### config.mk
export PLATFORM = sky130hd
export DESIGN_NAME = lcd_timing_gen
export DESIGN_NICKNAME = d
export VERILOG_FILES = /design/src/rtl/lcd_tg_pkg.sv /design/src/rtl/lcd_tg_regs.sv /design/src/rtl/lcd_tg_wrapcnt.sv /design/src/rtl/lcd_timing_gen.sv
export SDC_FILE = /design/constraint.sdc
export NUM_CORES = 1
export LEC_CHECK = 0
export ABC_AREA = 1
export ABC_CLOCK_PERIOD_IN_PS = 7020
export BUFFER_PORTS_ARGS = -buffer_cell sky130_fd_sc_hd__buf_2
export CAP_MARGIN = 20
export CORE_MARGIN = 10
export CORE_UTILIZATION = 27
export DETAILED_ROUTE_END_ITERATION = 10
export PLACE_DENSITY_LB_ADDON = 0.15
export SYNTH_ARGS = -nofsm -noshare
export SYNTH_HDL_FRONTEND = slang
export SYNTH_SLANG_ARGS = --single-unit
### constraint.sdc
create_clock -name clk -period 7.02 [get_ports clk]
set_input_delay 0.351 -clock clk [delete_from_list [all_inputs] [get_ports clk]]
set_output_delay 0.351 -clock clk [all_outputs]
set_load 0.05 [all_outputs]
### src/rtl/lcd_tg_pkg.sv
package lcd_tg_pkg;
  localparam int REG_W      = 8;
  localparam int REG_ADDR_W = 3;
  localparam int GRP_SHIFT  = 3;   // 8-pixel groups
  localparam int CALC_W     = 16;

  typedef struct packed {
    logic             tft_mode;
    logic [REG_W-1:0] h_vis;
    logic [9:0]       v_vis;
    logic [REG_W-1:0] h_blk;
    logic [REG_W-1:0] v_blk;
    logic [REG_W-1:0] lp_pos;
    logic [REG_W-1:0] fp_pos;
  } tg_cfg_t;

  function automatic logic [CALC_W-1:0] vis_px(input logic [REG_W-1:0] r);
    return (CALC_W'(r) + CALC_W'(1)) << GRP_SHIFT;
  endfunction

  function automatic logic [CALC_W-1:0] blk_px(input logic [REG_W-1:0] r);
    return (CALC_W'(r) + CALC_W'(4)) << GRP_SHIFT;
  endfunction

  function automatic logic [CALC_W-1:0] vis_ln(input logic [9:0] r);
    return CALC_W'(r) + CALC_W'(1);
  endfunction

  function automatic logic [CALC_W-1:0] grp_px(input logic [REG_W-1:0] r);
    return CALC_W'(r) << GRP_SHIFT;
  endfunction
endpackage

### src/rtl/lcd_tg_regs.sv
module lcd_tg_regs
  import lcd_tg_pkg::*;
(
  input  logic                  clk,
  input  logic                  rst_n,
  input  logic                  wr_en,
  input  logic [REG_ADDR_W-1:0] wr_addr,
  input  logic [REG_W-1:0]      wr_data,
  input  logic                  apply,
  output tg_cfg_t               work
);
  tg_cfg_t stage;

  always_ff @(posedge clk or negedge rst_n) begin
    if (!rst_n) begin
      stage <= '0;
    end else if (wr_en) begin
      case (wr_addr)
        3'd0: stage.tft_mode    <= wr_data[0];
        3'd1: stage.h_vis       <= wr_data;
        3'd2: stage.v_vis[7:0]  <= wr_data;
        3'd3: stage.v_vis[9:8]  <= wr_data[1:0];
        3'd4: stage.h_blk       <= wr_data;
        3'd5: stage.v_blk       <= wr_data;
        3'd6: stage.lp_pos      <= wr_data;
        default: stage.fp_pos   <= wr_data;
      endcase
    end
  end

  // working copy changes only at the frame wrap
  always_ff @(posedge clk or negedge rst_n) begin
    if (!rst_n)     work <= '0;
    else if (apply) work <= stage;
  end
endmodule

### src/rtl/lcd_tg_wrapcnt.sv
module lcd_tg_wrapcnt #(
  parameter int W = 13
) (
  input  logic         clk,
  input  logic         rst_n,
  input  logic         step,
  input  logic [W-1:0] last,
  output logic [W-1:0] cnt,
  output logic         at_last
);
  assign at_last = (cnt == last);

  always_ff @(posedge clk or negedge rst_n) begin
    if (!rst_n)      cnt <= '0;
    else if (step)   cnt <= at_last ? '0 : cnt + W'(1);
  end
endmodule

### src/rtl/lcd_timing_gen.sv
module lcd_timing_gen
  import lcd_tg_pkg::*;
#(
  parameter int COL_W = 13,
  parameter int ROW_W = 11
) (
  input  logic                  clk,
  input  logic                  rst_n,
  input  logic                  pix_en,
  input  logic                  wr_en,
  input  logic [REG_ADDR_W-1:0] wr_addr,
  input  logic [REG_W-1:0]      wr_data,
  output logic                  line_pulse,
  output logic                  frame_pulse,
  output logic                  disp_active,
  output logic [COL_W-1:0]      col_cnt,
  output logic [ROW_W-1:0]      row_cnt
);
  localparam int CW = COL_W + 1;
  localparam int RW = ROW_W + 1;

  tg_cfg_t          cfg;
  logic [COL_W-1:0] h_act, h_tot;
  logic [ROW_W-1:0] v_act, v_tot;
  logic             h_last, v_last;
  logic             line_wrap, frame_wrap;
  logic [CW-1:0]    lp_start;
  logic [RW-1:0]    fp_line;

  assign h_act = COL_W'(vis_px(cfg.h_vis));
  assign h_tot = h_act + COL_W'(blk_px(cfg.h_blk));
  assign v_act = ROW_W'(vis_ln(cfg.v_vis));
  assign v_tot = v_act + ROW_W'(cfg.v_blk);

  assign line_wrap  = pix_en & h_last;
  assign frame_wrap = line_wrap & v_last;

  lcd_tg_regs u_regs (
    .clk(clk), .rst_n(rst_n), .wr_en(wr_en), .wr_addr(wr_addr),
    .wr_data(wr_data), .apply(frame_wrap), .work(cfg)
  );

  lcd_tg_wrapcnt #(.W(COL_W)) u_hcnt (
    .clk(clk), .rst_n(rst_n), .step(pix_en), .last(h_tot - COL_W'(1)),
    .cnt(col_cnt), .at_last(h_last)
  );

  lcd_tg_wrapcnt #(.W(ROW_W)) u_vcnt (
    .clk(clk), .rst_n(rst_n), .step(line_wrap), .last(v_tot - ROW_W'(1)),
    .cnt(row_cnt), .at_last(v_last)
  );

  // pulse positions: passive mode pins them to the blanking start
  assign lp_start = {1'b0, h_act} + (cfg.tft_mode ? CW'(grp_px(cfg.lp_pos)) : CW'(0));
  assign fp_line  = {1'b0, v_act} + (cfg.tft_mode ? RW'(cfg.fp_pos) : RW'(0));

  assign line_pulse  = ({1'b0, col_cnt} >= lp_start) && ({1'b0, col_cnt} < lp_start + CW'(8));
  assign frame_pulse = ({1'b0, row_cnt} == fp_line);
  assign disp_active = (col_cnt < h_act) && (row_cnt < v_act);
endmodule

==> impl_metrics.json <==
{
  "synth_seq_cells": 126,
  "path_class": "flop to output pin",
  "rr_startpoint": "u_regs.work[32]",
  "layout-drive-gt1-share": 0.0706,
  "outcome": "finished with violations",
  "max_clock_freq_ghz": 0.215,
  "initial_core_util": 0.273,
  "crit_path_max_incr_delay_ps": 670,
  "startpoint_type": "flop",
  "clkPwrFrac": 0.411,
  "synthesis.nets": 1409,
  "core-area_sq_um": 34400,
  "clk_pin_slew_worst_paths_ps": 70,
  "skew_ps": 9.39,
  "pwr-share-comb": 0.187,
  "drc": 0,
  "p_per_area_nw_per_um2": 214,
  "cts.path.max_buffers": 2,
  "wirelength_microns": 26300,
  "tns_ps": 0,
  "fin_hold_ws_ps": -8.71,
  "p_int_w": 0.00151,
  "antenna_found_initial": 0,
  "initialDrtViolationCount": 530,
  "cts_made_buffers": 17,
  "grt_pass1_wl_microns": 42600,
  "crit_required_ps": 6670,
  "postCtsResizedCells": 0,
  "dieArea_sq_um": 42600,
  "final_antenna_net_count": 0,
  "rsz0062_at_grt": "false",
  "cts_tree": "yes",
  "hold_viol": 10,
  "wl_per_cell_microns": 14.6,
  "p_seq_frac": 0.402,
  "use_met3": 0.0199,
  "die_h_microns": 206,
  "dieWidth_microns": 206,
  "fin_crit_sh": 0.663,
  "cts-htree-levels": 4,
  "max_cap_viol_count": 0,
  "switching_power_w": 0.000758,
  "post-dp-hpwl_microns": 20000,
  "grt_use_met2": 0.196,
  "drt-pass1-iter-count": 5,
  "globalplace.congestion": 0.804,
  "synth.top_cells.by_area": "dfrtp_1 (34%), nand2_1 (16%), ha_1 (12%)",
  "worstSetupEndpointType": "output pin",
  "async_reset_ff_frac": 1.00,
  "period_needed_ps": 4650,
  "yosysUniqueCellTypes": 42,
  "vdd_ir_drop_max_v": 0.000176,
  "post-cts-setup-buffer-count": 0,
  "area_growth_pct": 13.0,
  "hp-class": "input pin to async pin",
  "gr-usage-met1": 0.180,
  "critPathMaxFanout": 17,
  "cp_data_arrival_time_ps": 4300,
  "numPortBuffers": 41,
  "synth_edf_count": 0,
  "power_leakage_nw": 5.74,
  "r2r_setup_slack_ps": 2610,
  "grt_max_degree": 92,
  "worstPathCellList": "nand2_1 > inv_1 > ha_1 > inv_1 > fa_1 > xnor2_1 > inv_1 > nor2_1 > nand2_1 > nor2_1 > nand3_1 > nor2_1 > nand2_1 > nand2_1 > nand2_1 > ha_1 > a21o_1 > a21oi_1 > o21ai_0 > a211oi_1 > buf_2",
  "fin_nets": 1439,
  "crit_slowest_cell": "dfrtp_1",
  "p_total_w": 0.00227,
  "synth_cells": 1303,
  "busiest_layer": "met2",
  "synth_top_area_frac": 0.337,
  "root_buffer": "clkbuf_16",
  "grt_pass1_vias": 7626,
  "r2r-end": "u_regs.work[45]",
  "failed_checks": "hold timing",
  "vias_per_cell": 4.46,
  "io_pins": 42,
  "grt_use_total": 0.127,
  "power.share.switching": 0.334,
  "synth_top_area_cell": "dfrtp_1",
  "dp.cells": 1769,
  "drv_slew": 0,
  "overflow": 0,
  "vias": 8034,
  "finalSetupViolCount": 0,
  "seq_area_frac_synth": 0.337,
  "cts_hold_buf": 0,
  "synth.cell_area_sq_um": 9370,
  "post-route-util": 0.308,
  "worst_slew_pin_slew_ps": 844,
  "rr_worst_depth": 20,
  "synth.avg_cell_area_sq_um": 7.19,
  "slew_headroom": 0.438,
  "crit_top_cell": "nand2_1",
  "yosysWarningCount": 0,
  "final_cells": 1801,
  "clk_latency_ps": 430,
  "synthFlopType": "dfrtp_1",
  "cts_sinks": 126,
  "rows": 68
}
==> worst max-delay path, delay by kind of cell, from the launching register on <==
kind / cells / cell delay [ps]
adders and majority gates: 3 / 830
and+or+nand+nor: 9 / 850
xor gates and xnor gates: 1 / 370
buffers and inverters: 4 / 550
AOI/OAI and AO/OA: 4 / 580
DFF: 1 / 670
==> power groups by stage <==
stage / clock network, W / registers, W / logic (W)
global route: 0.000984 / 0.000924 / 0.000485
CTS: 0.000948 / 0.000912 / 0.000432
finish: 0.000931 / 0.000911 / 0.000425
global placement: 0 / 0.000924 / 0.000426
floorplan: 0 / 0.000959 / 0.000241
detailed placement: 0 / 0.000926 / 0.000431
==> how the worst max path moves through the flow <==
stage | slack [ps] | start | end
2_1_floorplan | 2450 | u_regs.work[50] | line_pulse
3_3_place_gp | 2580 | u_regs.work[32] | u_regs.work[42]
3_5_place_dp | 2560 | u_regs.work[32] | u_regs.work[45]
4_1_cts | 2300 | u_regs.work[50] | line_pulse
5_1_grt | 1900 | u_regs.work[50] | line_pulse
6_report | 2370 | u_regs.work[50] | line_pulse
==> cells in the final DEF, fill, tap and decap left out, types with 24 or more instances in the layout <==
cell type / n
ha_1: 87
a21oi_1: 48
nand3_1: 136
nand2_1: 398
xnor2_1: 24
dfrtp_1: 126
inv_1: 179
nor2_1: 74
nand4_1: 25
xor2_1: 37
buf_2: 40
o21ai_0: 63
==> registers in the layout (all words and copies together), names as in the netlist <==
signal	flops
u_vcnt.cnt	11
u_hcnt.cnt	13
u_regs.stage	51
u_regs.work	51
==> cell usage after synthesis (2+ instances only) <==
cell type  count
o21a_1         2
nor3_2         2
fa_1           4
nand2_2        2
nor2_4         2
nand4_1       25
xor2_1        37
a21oi_1       48
ha_1          87
a211oi_1       4
xnor2_1       24
nor4_1         2
buf_2          8
buf_4          6
inv_1        179
o21ai_0       63
nor3_1        11
dfrtp_1      126
buf_6          5
nand3b_1      12
nand3_1      136
nand2_1      398
clkbuf_1      14
or2_2          4
nor2_1        74
nor3b_1        2
o21bai_1       4
inv_2          7
or2_1          2
==> logic make-up after synthesis <==
kind of cell / after synthesis / share of synthesized area
adders and majority gates: 91 / 0.125
and+or+nand+nor: 675 / 0.310
DFF: 126 / 0.337
buffers and inverters: 220 / 0.0958
xor gates and xnor gates: 62 / 0.0594
AOI/OAI and AO/OA: 129 / 0.0739
==> metal layers <==
layer	up-vias	wire (microns)
li1	4245	-
met1	3667	13600
met2	109	11500
met3	13	891
met4	0	255
met5	-	0
==> through the flow <==
stage,cell area (sq um),setup slack [ps]
6_report,10600,2370
5_1_grt,10600,1900
3_5_place_dp,9980,2560
3_3_place_gp,9980,2580
4_1_cts,10600,2300
2_1_floorplan,9370,2450
==> area by class of cell <==
type	count	area, sq um
clock buffers	18	439
diodes	1	2.50
well taps	455	569
fillers	3777	23800
clock inverters	13	165
repair buffers	45	241
inverters	186	698
multi-input cells	957	5320
flip-flops and latches	126	3150
Note: power is estimated with default switching activity, not from simulation.
